<file path="src/rtl/ttsum_pkg.sv">
package ttsum_pkg;

  // Strobes from the control unit to the datapath, one per register group.
  typedef struct packed {
    logic loadPair;     // capture the two leading samples
    logic loadAlign;    // capture the trailing sample, move the pair into delay regs
    logic loadPartial;  // add the pair, delay the trailing sample
    logic loadFinal;    // add partial and trailing sample
    logic loadOut;      // update the output register
  } strobe_t;

endpackage

</file>
<file path="src/rtl/ttsum_ctrl.sv">
module ttsum_ctrl
  import ttsum_pkg::*;
#(
  parameter int ALIGN_STAGES = 3
) (
  input  logic    clk,
  input  logic    rst,
  input  logic    inValid,
  output strobe_t strobe,
  output logic    wantPair,
  output logic    outValid
);

  localparam int LastStage = ALIGN_STAGES - 1;

  logic phaseSingle;                 // 0: pair expected, 1: single expected
  logic [ALIGN_STAGES-1:0] stageValid;
  logic outValidReg;
  logic singleBeat;

  assign singleBeat = inValid & phaseSingle;

  always_ff @(posedge clk) begin
    if (rst) begin
      phaseSingle <= 1'b0;
    end else if (inValid) begin
      phaseSingle <= ~phaseSingle;
    end
  end

  always_ff @(posedge clk) begin
    if (rst) begin
      stageValid[0] <= 1'b0;
    end else begin
      stageValid[0] <= singleBeat;
    end
  end

  // Valid bits walk with the data; junk slots carry a zero.
  for (genvar s = 1; s < ALIGN_STAGES; s++) begin : g_validShift
    always_ff @(posedge clk) begin
      if (rst) begin
        stageValid[s] <= 1'b0;
      end else begin
        stageValid[s] <= stageValid[s-1];
      end
    end
  end

  always_ff @(posedge clk) begin
    if (rst) begin
      outValidReg <= 1'b0;
    end else begin
      outValidReg <= stageValid[LastStage];
    end
  end

  always_comb begin
    strobe.loadPair    = inValid & ~phaseSingle;
    strobe.loadAlign   = singleBeat;
    strobe.loadPartial = stageValid[0];
    strobe.loadFinal   = stageValid[1];
    strobe.loadOut     = stageValid[LastStage];
  end

  assign wantPair = ~phaseSingle;
  assign outValid = outValidReg;

endmodule

</file>
<file path="src/rtl/ttsum_datapath.sv">
module ttsum_datapath
  import ttsum_pkg::*;
#(
  parameter int SAMPLE_W = 8
) (
  input  logic                  clk,
  input  logic                  rst,
  input  strobe_t               strobe,
  input  logic [SAMPLE_W-1:0]   inLo,
  input  logic [SAMPLE_W-1:0]   inHi,
  output logic [SAMPLE_W+1:0]   sumOut
);

  localparam int PartW = SAMPLE_W + 1;
  localparam int SumW  = SAMPLE_W + 2;

  logic [SAMPLE_W-1:0] pairLead, pairNext;     // held pair from the pair beat
  logic [SAMPLE_W-1:0] alignLead, alignNext;   // pair re-timed to the single beat
  logic [SAMPLE_W-1:0] trailSample, trailDly;
  logic [PartW-1:0]    partialSum;
  logic [SumW-1:0]     finalSum, outReg;

  always_ff @(posedge clk) begin
    if (rst) begin
      pairLead <= '0;
      pairNext <= '0;
    end else if (strobe.loadPair) begin
      pairLead <= inLo;
      pairNext <= inHi;
    end
  end

  always_ff @(posedge clk) begin
    if (rst) begin
      alignLead   <= '0;
      alignNext   <= '0;
      trailSample <= '0;
    end else if (strobe.loadAlign) begin
      alignLead   <= pairLead;
      alignNext   <= pairNext;
      trailSample <= inLo;
    end
  end

  always_ff @(posedge clk) begin
    if (rst) begin
      partialSum <= '0;
      trailDly   <= '0;
    end else if (strobe.loadPartial) begin
      partialSum <= PartW'(alignLead) + PartW'(alignNext);
      trailDly   <= trailSample;
    end
  end

  always_ff @(posedge clk) begin
    if (rst) begin
      finalSum <= '0;
    end else if (strobe.loadFinal) begin
      finalSum <= SumW'(partialSum) + SumW'(trailDly);
    end
  end

  always_ff @(posedge clk) begin
    if (rst) begin
      outReg <= '0;
    end else if (strobe.loadOut) begin
      outReg <= finalSum;
    end
  end

  assign sumOut = outReg;

endmodule

</file>
<file path="src/rtl/halfrate_tap3.sv">
module halfrate_tap3
  import ttsum_pkg::*;
#(
  parameter int SAMPLE_W = 8
) (
  input  logic                clk,
  input  logic                rst,
  input  logic                inValid,
  input  logic [SAMPLE_W-1:0] inLo,
  input  logic [SAMPLE_W-1:0] inHi,
  output logic                wantPair,
  output logic [SAMPLE_W+1:0] sumOut,
  output logic                sumValid
);

  strobe_t strobe;

  ttsum_ctrl #(.ALIGN_STAGES(3)) u_ctrl (
    .clk      (clk),
    .rst      (rst),
    .inValid  (inValid),
    .strobe   (strobe),
    .wantPair (wantPair),
    .outValid (sumValid)
  );

  ttsum_datapath #(.SAMPLE_W(SAMPLE_W)) u_dp (
    .clk    (clk),
    .rst    (rst),
    .strobe (strobe),
    .inLo   (inLo),
    .inHi   (inHi),
    .sumOut (sumOut)
  );

endmodule

</file>
<file path="config.mk">
export PLATFORM = sky130hd
export DESIGN_NAME = halfrate_tap3
export DESIGN_NICKNAME = d
export VERILOG_FILES = /design/src/rtl/ttsum_pkg.sv /design/src/rtl/ttsum_ctrl.sv /design/src/rtl/ttsum_datapath.sv /design/src/rtl/halfrate_tap3.sv
export SDC_FILE = /design/constraint.sdc
export NUM_CORES = 1
export LEC_CHECK = 0
export ABC_CLOCK_PERIOD_IN_PS = 2400
export BUFFER_PORTS_ARGS = -buffer_cell sky130_fd_sc_hd__buf_2
export CELL_PAD_IN_SITES_DETAIL_PLACEMENT = 1
export CELL_PAD_IN_SITES_GLOBAL_PLACEMENT = 2
export CORE_MARGIN = 1
export CORE_UTILIZATION = 38
export DETAILED_ROUTE_END_ITERATION = 8
export PLACE_DENSITY_LB_ADDON = 0.1
export SKIP_LAST_GASP = 1
export SLEW_MARGIN = 10
export SYNTH_ARGS = -nofsm -noshare
export SYNTH_HDL_FRONTEND = slang
export SYNTH_HIERARCHICAL = 1
export SYNTH_SLANG_ARGS = --single-unit
</file>
<file path="constraint.sdc">
create_clock -name clk -period 2.4 [get_ports clk]
set_input_delay 0 -clock clk [delete_from_list [all_inputs] [get_ports clk]]
set_output_delay 0 -clock clk [all_outputs]
set_load 0.005 [all_outputs]
</file>
Word-level counts from Yosys, hierarchy flattened
Index checks and enable logic that the tools add are counted.
{"block": "word_totals", "ff_bits": 82, "inputBits": 19}
{"block": "op_classes", "n_addsub": 2, "bitwise": 3}
{"op": "9-bit by 8-bit adder with 10-bit output", "n": 1}
{"op": "8-bit by 8-bit adder with 9-bit output", "n": 1}
{"op": "1-bit AND", "n": 2}
{"op": "1-bit NOT", "n": 1}

Logic depth before layout (Yosys ltp)
Gate-level depths: netlist (run 1).
{"block": "depth", "word_depth": 2, "depth_mapped": 7, "depth_no_buf": 7}

Modules after synthesis
Netlist (run 1), hierarchy kept.
{"mod": "ttsum_datapath", "n_inst": 1, "cells_each": 352, "area_each_um2": 3452.1, "seq_area_each_um2": 1541.5}
{"mod": "ttsum_ctrl", "n_inst": 1, "cells_each": 15, "area_each_um2": 167.7, "seq_area_each_um2": 100.1}

Least setup slack after synthesis (run 1)
OpenSTA, ideal clock, no wires.
{"block": "synth_timing", "path_type": "reg2reg", "start": "reg u_dp.alignLead[0]", "end": "reg u_dp.partialSum[6]", "arrival_time_ns": 1.703, "required_time_ns": 2.271, "path_slack_ns": 0.568, "path_stages_with_launch": 7, "path_cell_list": "dfxtp_1 -> ha_1 -> fa_1 -> a211oi_1 -> o21bai_1 -> a211oi_1 -> o32ai_1"}
{"block": "synth_between", "elab_chain_cells": 1}
{"element": "from (decl)", "line_no": "ttsum_datapath.sv:18", "rtl": "logic [SAMPLE_W-1:0] alignLead, alignNext;"}
{"element": "from (signal assigned)", "line_no": "ttsum_datapath.sv:39", "rtl": "alignLead <= pairLead;"}
{"element": "8-bit by 8-bit adder with 9-bit output", "line_no": "ttsum_datapath.sv:50", "rtl": "partialSum <= PartW'(alignLead) + PartW'(alignNext);"}
{"element": "to (signal assigned)", "line_no": "ttsum_datapath.sv:50"}
{"element": "to (decl)", "line_no": "ttsum_datapath.sv:20", "rtl": "logic [PartW-1:0] partialSum;"}
No other way between the ends.
A chain may end at the register's enable or synchronous reset.

Worst setup path in the final report (run 1)
Same ends and word-level chain as after synthesis.

==> results of run 1 <==
## synth_stat cells, types with 3 or more instances
cell | count | area, sq um
a211oi_1 | 9 | 67.6
buf_2 | 7 | 35.0
nand2b_1 | 4 | 25.0
a21o_1 | 3 | 22.5
clkbuf_1 | 9 | 33.8
o211ai_1 | 4 | 30.0
nand3b_1 | 3 | 22.5
o21ai_0 | 7 | 35.0
ha_1 | 16 | 200
o21bai_1 | 3 | 22.5
nor3b_1 | 4 | 30.0
nor2b_1 | 5 | 31.3
dfxtp_1 | 82 | 1640
xnor2_1 | 3 | 26.3
mux2i_1 | 62 | 621
inv_1 | 8 | 30.0
nor3_1 | 3 | 15.0
buf_1 | 4 | 15.0
a31oi_1 | 3 | 18.8
o21a_1 | 4 | 30.0
nor2_1 | 76 | 285
a21oi_1 | 6 | 30.0
nand3_1 | 4 | 20.0
nand2_1 | 5 | 18.8
## through the flow
step / util [%] / instance area, sq um
6_report: 45.8 / 4230
4_1_cts: 45.8 / 4230
2_1_floorplan: - / 3620
5_1_grt: 45.8 / 4230
3_5_place_dp: 42.0 / 3880
3_3_place_gp: 42.0 / 3880
## placed cells by master (no fill, tap or decap), types with 4 or more instances in the layout
| master | instances |
|---|---|
| dfxtp_1 | 82 |
| nor2_1 | 76 |
| mux2i_1 | 62 |
| buf_2 | 30 |
| dlygate4sd3_1 | 17 |
| ha_1 | 16 |
| clkbuf_8 | 9 |
| a211oi_1 | 9 |
| inv_1 | 8 |
| o21ai_0 | 7 |
| a21oi_1 | 6 |
| buf_4 | 5 |
| nor2b_1 | 5 |
| nand2_1 | 5 |
| nor3b_1 | 4 |
| o21a_1 | 4 |
| o211ai_1 | 4 |
| nand3_1 | 4 |
| nand2b_1 | 4 |
## critical path: stages, from the launching register on
cell      delay (ns)
dfxtp_1         0.32
ha_1            0.24
fa_1            0.43
a211oi_1        0.41
o21bai_1        0.13
a211oi_1        0.25
o32ai_1         0.12
## layer usage
metal / GRT usage (%) / up-vias / routed length (um)
met3: 3.37 / 7 / 134
met2: 27.3 / 25 / 3590
met1: 21.4 / 1285 / 3980
met5: 0 / - / 0
li1: - / 1383 / -
met4: 7.24 / 0 / 105
## power by group through the flow
stage / Clock (W) / Combinational (W) / Sequential (W)
3_3_place_gp: 0 / 0.000175 / 0.00146
4_1_cts: 0.00102 / 0.000200 / 0.00143
5_1_grt: 0.00106 / 0.000220 / 0.00143
2_1_floorplan: 0 / 0.000138 / 0.00144
6_report: 0.000967 / 0.000197 / 0.00142
3_5_place_dp: 0 / 0.000178 / 0.00146
## worst paths after layout
| path | startpoint | cells past startpoint | slack, ns | to |
|---|---|---|---|---|
| worst max-delay path | u_dp/alignLead[0]$_SDFFE_PP0P_ | 6 | 0.37 | u_dp/partialSum[6]$_SDFFE_PP0P_ |
| worst min-delay path | rst | 2 | 0.13 | u_dp/finalSum[2]$_SDFFE_PP0P_ |
| worst max register to register | u_dp/alignLead[0]$_SDFFE_PP0P_ | 6 | 0.37 | u_dp/partialSum[6]$_SDFFE_PP0P_ |
| worst min register to register | u_dp/partialSum[3]$_SDFFE_PP0P_ | 2 | 0.48 | u_dp/partialSum[3]$_SDFFE_PP0P_ |
## state kept, by name, summed over array words and instances (netlist names)
register            count
u_dp/finalSum          10
u_dp/trailSample        8
u_dp/alignLead          8
u_ctrl/outValid         1
u_dp/pairNext           8
u_dp/partialSum         9
u_dp/sumOut            10
u_dp/alignNext          8
u_ctrl/phaseSingle      1
u_dp/pairLead           8
u_dp/trailDly           8
u_ctrl/strobe           3
## kinds of logic after synthesis
logic type               after synthesis  share of synthesized area, %
buffers and inverters                 29                          3.35
XOR/XNOR                               3                         0.726
flip-flops                            82                          45.4
AO/OA/AOI/OAI                         58                          11.9
adder cells (fa/ha/maj)               18                          6.64
multiplexers                          62                          17.1
AND/OR/NAND/NOR                      115                          14.9
## layout make-up
cell class                 instances  area [sq um]
timing repair buffer              52           358
inverter                           8          30.0
tap                              129           161
sequential                        82          1640
clock inverter                     5          55.1
multi-input combinational        256          1860
fill                            1085          5010
clock buffer                      11           131
==> run_results.csv, run 1 <==
group,metric,value,unit
cts,hold_buffers,17,
floorplan,dieHeight,99.6,um
floorplan,die_area,9920,sq um
cts,cts_resized,0,
worst_setup_path,critPathKind,"reg -> reg",
worst_setup_path,cp-end-kind,"flip-flop",
cts,cts_tree,"done",
power,swShare,23.8,%
placed_design,place_hpwl,5360,um
detailed_routing,drt_iter0_drc,72,
detailed_routing,vias,2700,
sta,worst_pin_slew,0.638,ns
sta,skew,0.0121,ns
sta,hold_ws,0.128,ns
worst_setup_path,startpoint_type,"flip-flop",
worst_setup_path,crit_required,2.61,ns
logic_synthesis,syn_area,3620,sq um
logic_synthesis,synth_edf_count,0,
placed_design,routabilityCongestion,0.762,
power,p_int,0.00197,W
power,power.leakage,1.72,nW
logic_synthesis,ys.flop_type,"dfxtp_1",
worst_setup_path,arrival,2.24,ns
power,peakVddDrop,252,uV
power,power_density,611,nW/um^2
final_layout,drive_above_1_share,13.3,%
floorplan,core-area,9240,sq um
sta,timing.final.max_slew_violations,0,
power,p_clk_share,37.4,%
global_routing,grt_pass1_wl,12800,um
detailed_routing,firstDrtPassIters,4,
final_layout,area_growth,17.0,%
sta,fmax,493,MHz
logic_synthesis,syn_avg_cell_area,9.86,sq um
logic_synthesis,synthArstFlopShare,0,%
cts,htreeDepth,3,
logic_synthesis,syn_nets,404,
power,report.power.total,0.00259,W
final_layout,diodes,0,
global_routing,grt_max_degree,32,
status,status,"completed",
cts,clkLatencyLatePin,0.35,ns
sta,maxSlewHeadroom,57.4,%
placed_design,numPortBuffers,30,
placed_design,place_inst,510,
final_layout,fin_nets,446,
placed_design,pre_cts_ws,0.390,ns
worst_setup_path,critPathMaxFanout,3,
floorplan,io_pins,31,
detailed_routing,drc,0,
sta,fin_crit_sh,84.6,%
cts,cts-buffers-inserted,9,
cts,cts_sinks,82,
cts,clk_pin_slew_worst_paths,0.09,ns
logic_synthesis,synth_warnings,6,
sta,min_period,2.03,ns
cts,cts.path.max_buffers,2,
logic_synthesis,synth_cell_types,51,
detailed_routing,final_antenna_net_count,0,
global_routing,grt_pass1_vias,2607,
min_path,holdCritPathClass,"in -> reg",
floorplan,rows,35,
floorplan,start_util,39.2,%
detailed_routing,via_per_inst,4.97,
power,combPwrFrac,7.6,%
final_layout,fin_cells,543,
sta,hold_viol_final,0,
global_routing,grt_remaining_overflow,0,
cts,cts_root_buf,"clkbuf_8",
detailed_routing,wl_per_cell,14.4,um
global_routing,grt_use_total,16.7,%
power,seqPwrFrac,55.0,%
power,power.net_switching,0.000617,W
sta,finalSetupViolCount,0,
logic_synthesis,ys_seq_elements,82,
sta,layout_setup_ws,0.370,ns
logic_synthesis,seq_area_frac_synth,45.4,%
detailed_routing,routed_wl,7810,um
global_routing,antenna_found_initial,0,
cts,cts_setup_buffers,0,
sta,rsz0062_at_grt,"no",
floorplan,die_w,99.6,um
sta,fin_tns_setup,0,ns
logic_synthesis,synth_cells,367,
job,drv_cap,0,
Power figures use the tool's default switching activity.
==> run 2, diff against run 1 <==
--- a/config.mk
+++ b/config.mk
@@ -5,12 +5,12 @@
 export SDC_FILE = /design/constraint.sdc
 export NUM_CORES = 1
 export LEC_CHECK = 0
-export ABC_CLOCK_PERIOD_IN_PS = 2400
+export ABC_CLOCK_PERIOD_IN_PS = 1650
 export BUFFER_PORTS_ARGS = -buffer_cell sky130_fd_sc_hd__buf_2
 export CELL_PAD_IN_SITES_DETAIL_PLACEMENT = 1
 export CELL_PAD_IN_SITES_GLOBAL_PLACEMENT = 2
 export CORE_MARGIN = 1
-export CORE_UTILIZATION = 38
+export CORE_UTILIZATION = 34
 export DETAILED_ROUTE_END_ITERATION = 8
 export PLACE_DENSITY_LB_ADDON = 0.1
 export SKIP_LAST_GASP = 1
==> constraint.sdc (replaced) <==
create_clock -name clk -period 1.65 [get_ports clk]
set_input_delay 0 -clock clk [delete_from_list [all_inputs] [get_ports clk]]
set_output_delay 0 -clock clk [all_outputs]
set_load 0.005 [all_outputs]
==> run 2 against run 1 <==
- the flow now finishes with violations (negative setup slack)
- sequential power up 46%
- global-route usage down 0.38 points
- clock skew down 0.0064 ns
- power up 53%
- cell count up 7.2%
- via count up 6.4%
- register-to-register slack worse by 0.37 ns
- largest cell class unchanged
==> run_results.csv, run 2 (synthesized netlist as in run 1, its figures left out) <==
group,metric,value,unit
worst_setup_path,arrival,1.88,ns
detailed_routing,wl_per_cell,14.3,um
global_routing,grt_use_total,16.3,%
floorplan,die_w,105,um
power,power.net_switching,0.000926,W
sta,fin_crit_sh,100,%
power,peakVddDrop,320,uV
worst_setup_path,slowest_delay,0.38,ns
floorplan,rows,37,
min_path,holdCritPathClass,"in -> reg",
detailed_routing,drt_iter0_drc,73,
power,swShare,23.4,%
worst_setup_path,crit_required,1.88,ns
placed_design,numPortBuffers,30,
worst_setup_path,reg2reg_from,"u_dp/alignNext[0]$_SDFFE_PP0P_",
global_routing,grt_remaining_overflow,0,
worst_setup_path,critPathKind,"reg -> reg",
final_layout,fin_area,4690,sq um
sta,skew,0.00575,ns
cts,cts-buffers-inserted,9,
placed_design,place_hpwl,5830,um
floorplan,io_pins,31,
detailed_routing,drc,0,
global_routing,antenna_found_initial,0,
placed_design,routabilityCongestion,0.737,
final_layout,fin_nets,480,
cts,cts_tree,"done",
cts,cts.path.max_buffers,2,
min_path,hold_start,"rst",
final_layout,final_cell_mix,"75 x nor2_1, 72 x dfxtp_1, 62 x mux2i_1",
sta,hold_viol_final,0,
power,p_clk_share,39.6,%
final_layout,drive_above_1_share,27.1,%
detailed_routing,firstDrtPassIters,4,
power,p_int,0.00303,W
power,power.leakage,1.91,nW
sta,timing.final.max_slew_violations,0,
floorplan,dieHeight,105,um
detailed_routing,final_antenna_net_count,0,
cts,cts_root_buf,"clkbuf_8",
worst_setup_path,r2r_slack,-0.002,ns
worst_setup_path,path_cells,"ha_4 -> fa_2 -> a211oi_4 -> o21bai_1 -> a211oi_2 -> o32ai_1",
cts,clkLatencyLatePin,0.35,ns
min_path,hold_path_end,"u_dp/trailSample[7]$_SDFFE_PP0P_",
detailed_routing,vias,2874,
cts,cts_sinks,82,
worst_setup_path,r2r-end,"u_dp/partialSum[6]$_SDFFE_PP0P_",
job,drv_cap,0,
sta,fmax,605,MHz
sta,min_period,1.65,ns
worst_setup_path,crit_family,"compound AO/OA/AOI/OAI gates",
floorplan,die_area,11100,sq um
sta,rsz0062_at_grt,"yes",
status,status,"complete, but fails checks",
final_layout,diodes,0,
final_layout,fin_cells,582,
power,power_density,843,nW/um^2
sta,hold_ws,0.0722,ns
min_path,holdPathStages,2,
sta,finalSetupViolCount,2,
placed_design,dpl_cell_area,4160,sq um
power,combPwrFrac,8.1,%
sta,worst_pin_slew,0.454,ns
power,seqPwrFrac,52.3,%
worst_setup_path,cp-end-kind,"flip-flop",
detailed_routing,via_per_inst,4.94,
floorplan,start_util,35.1,%
worst_setup_path,critPathMaxFanout,3,
floorplan,core-area,10300,sq um
cts,clk_pin_slew_worst_paths,0.08,ns
global_routing,grt_pass1_vias,2946,
worst_setup_path,critPathSlowestCell,"fa_2",
global_routing,grt_max_degree,26,
placed_design,place_inst,549,
final_layout,final_common_cell,"nor2_1",
detailed_routing,routed_wl,8300,um
sta,maxSlewHeadroom,69.7,%
sta,layout_setup_ws,-0.00233,ns
worst_setup_path,startpoint_type,"flip-flop",
global_routing,grt_pass1_wl,14300,um
final_layout,area_growth,29.7,%
worst_setup_path,r2r_cells,6,
cts,htreeDepth,3,
worst_setup_path,worst-path-stages,6,
status,violations,"negative setup slack",
worst_setup_path,crit_buf_inv,0,
run 2: final cells by class:
cell class / instances / area [sq um]
fill: 1166 / 5630
multi-input combinational: 256 / 1990
sequential: 82 / 1660
timing repair buffer: 86 / 638
tap: 136 / 170
clock buffer: 9 / 124
clock inverter: 5 / 81.3
inverter: 8 / 30.0
run 2: power by group through the flow:
stage | Clock [W] | Combinational (W) | Sequential (W)
6_report | 0.00156 | 0.000322 | 0.00207
3_5_place_dp | 0 | 0.000288 | 0.00212
3_3_place_gp | 0 | 0.000283 | 0.00211
2_1_floorplan | 0 | 0.000201 | 0.00210
5_1_grt | 0.00171 | 0.000357 | 0.00208
4_1_cts | 0.00164 | 0.000325 | 0.00207
run 2: stage by stage:
stage / setup WS [ns] / util, % / TNS [ns] / power, W
2_1_floorplan: -0.00148 / - / -0.00148 / 0.00230
6_report: -0.00233 / 45.5 / -0.00301 / 0.00396
3_3_place_gp: -0.152 / 40.3 / -0.495 / 0.00240
3_5_place_dp: -0.164 / 40.3 / -0.762 / 0.00240
5_1_grt: -0.105 / 45.5 / -0.512 / 0.00415
4_1_cts: -0.118 / 45.0 / -0.365 / 0.00404
run 2: routing by layer:
metal / wire length (um) / GRT usage [%] / vias up
met1: 4120 / 21.0 / 1381
met3: 190 / 3.56 / 9
met5: 0 / 0 / -
met2: 3880 / 27.2 / 34
met4: 105 / 5.13 / 0
li1: - / - / 1450
run 2: worst register-to-register path: stages, from the launching register on:
cell      delay, ns
dfxtp_2        0.35
ha_4           0.16
fa_2           0.38
a211oi_4       0.26
o21bai_1       0.11
a211oi_2       0.19
o32ai_1        0.09
run 2: timing repair:
action	4_1_cts	5_1_grt
hold buffers	17	0
pin swaps	16	13
resized for setup	26	11
setup endpoints to repair	9	9
hold endpoints to repair	25	0
buffers inserted	0	2
run 2: worst max-delay path by stage:
stage	slack, ns	end	startpoint
after CTS	-0.12	u_dp/partialSum[6]$_SDFFE_PP0P_	u_dp/alignLead[0]$_SDFFE_PP0P_
after floorplan	-0.001	u_dp/partialSum[6]$_SDFFE_PP0P_	u_dp/alignLead[0]$_SDFFE_PP0P_
after global placement	-0.15	u_dp/finalSum[5]$_SDFFE_PP0P_	u_dp/trailDly[2]$_SDFFE_PP0P_
after global routing	-0.10	u_dp/finalSum[8]$_SDFFE_PP0P_	u_dp/partialSum[0]$_SDFFE_PP0P_
after detailed placement	-0.16	u_dp/finalSum[5]$_SDFFE_PP0P_	u_dp/trailDly[2]$_SDFFE_PP0P_
final	-0.002	u_dp/partialSum[6]$_SDFFE_PP0P_	u_dp/alignNext[0]$_SDFFE_PP0P_
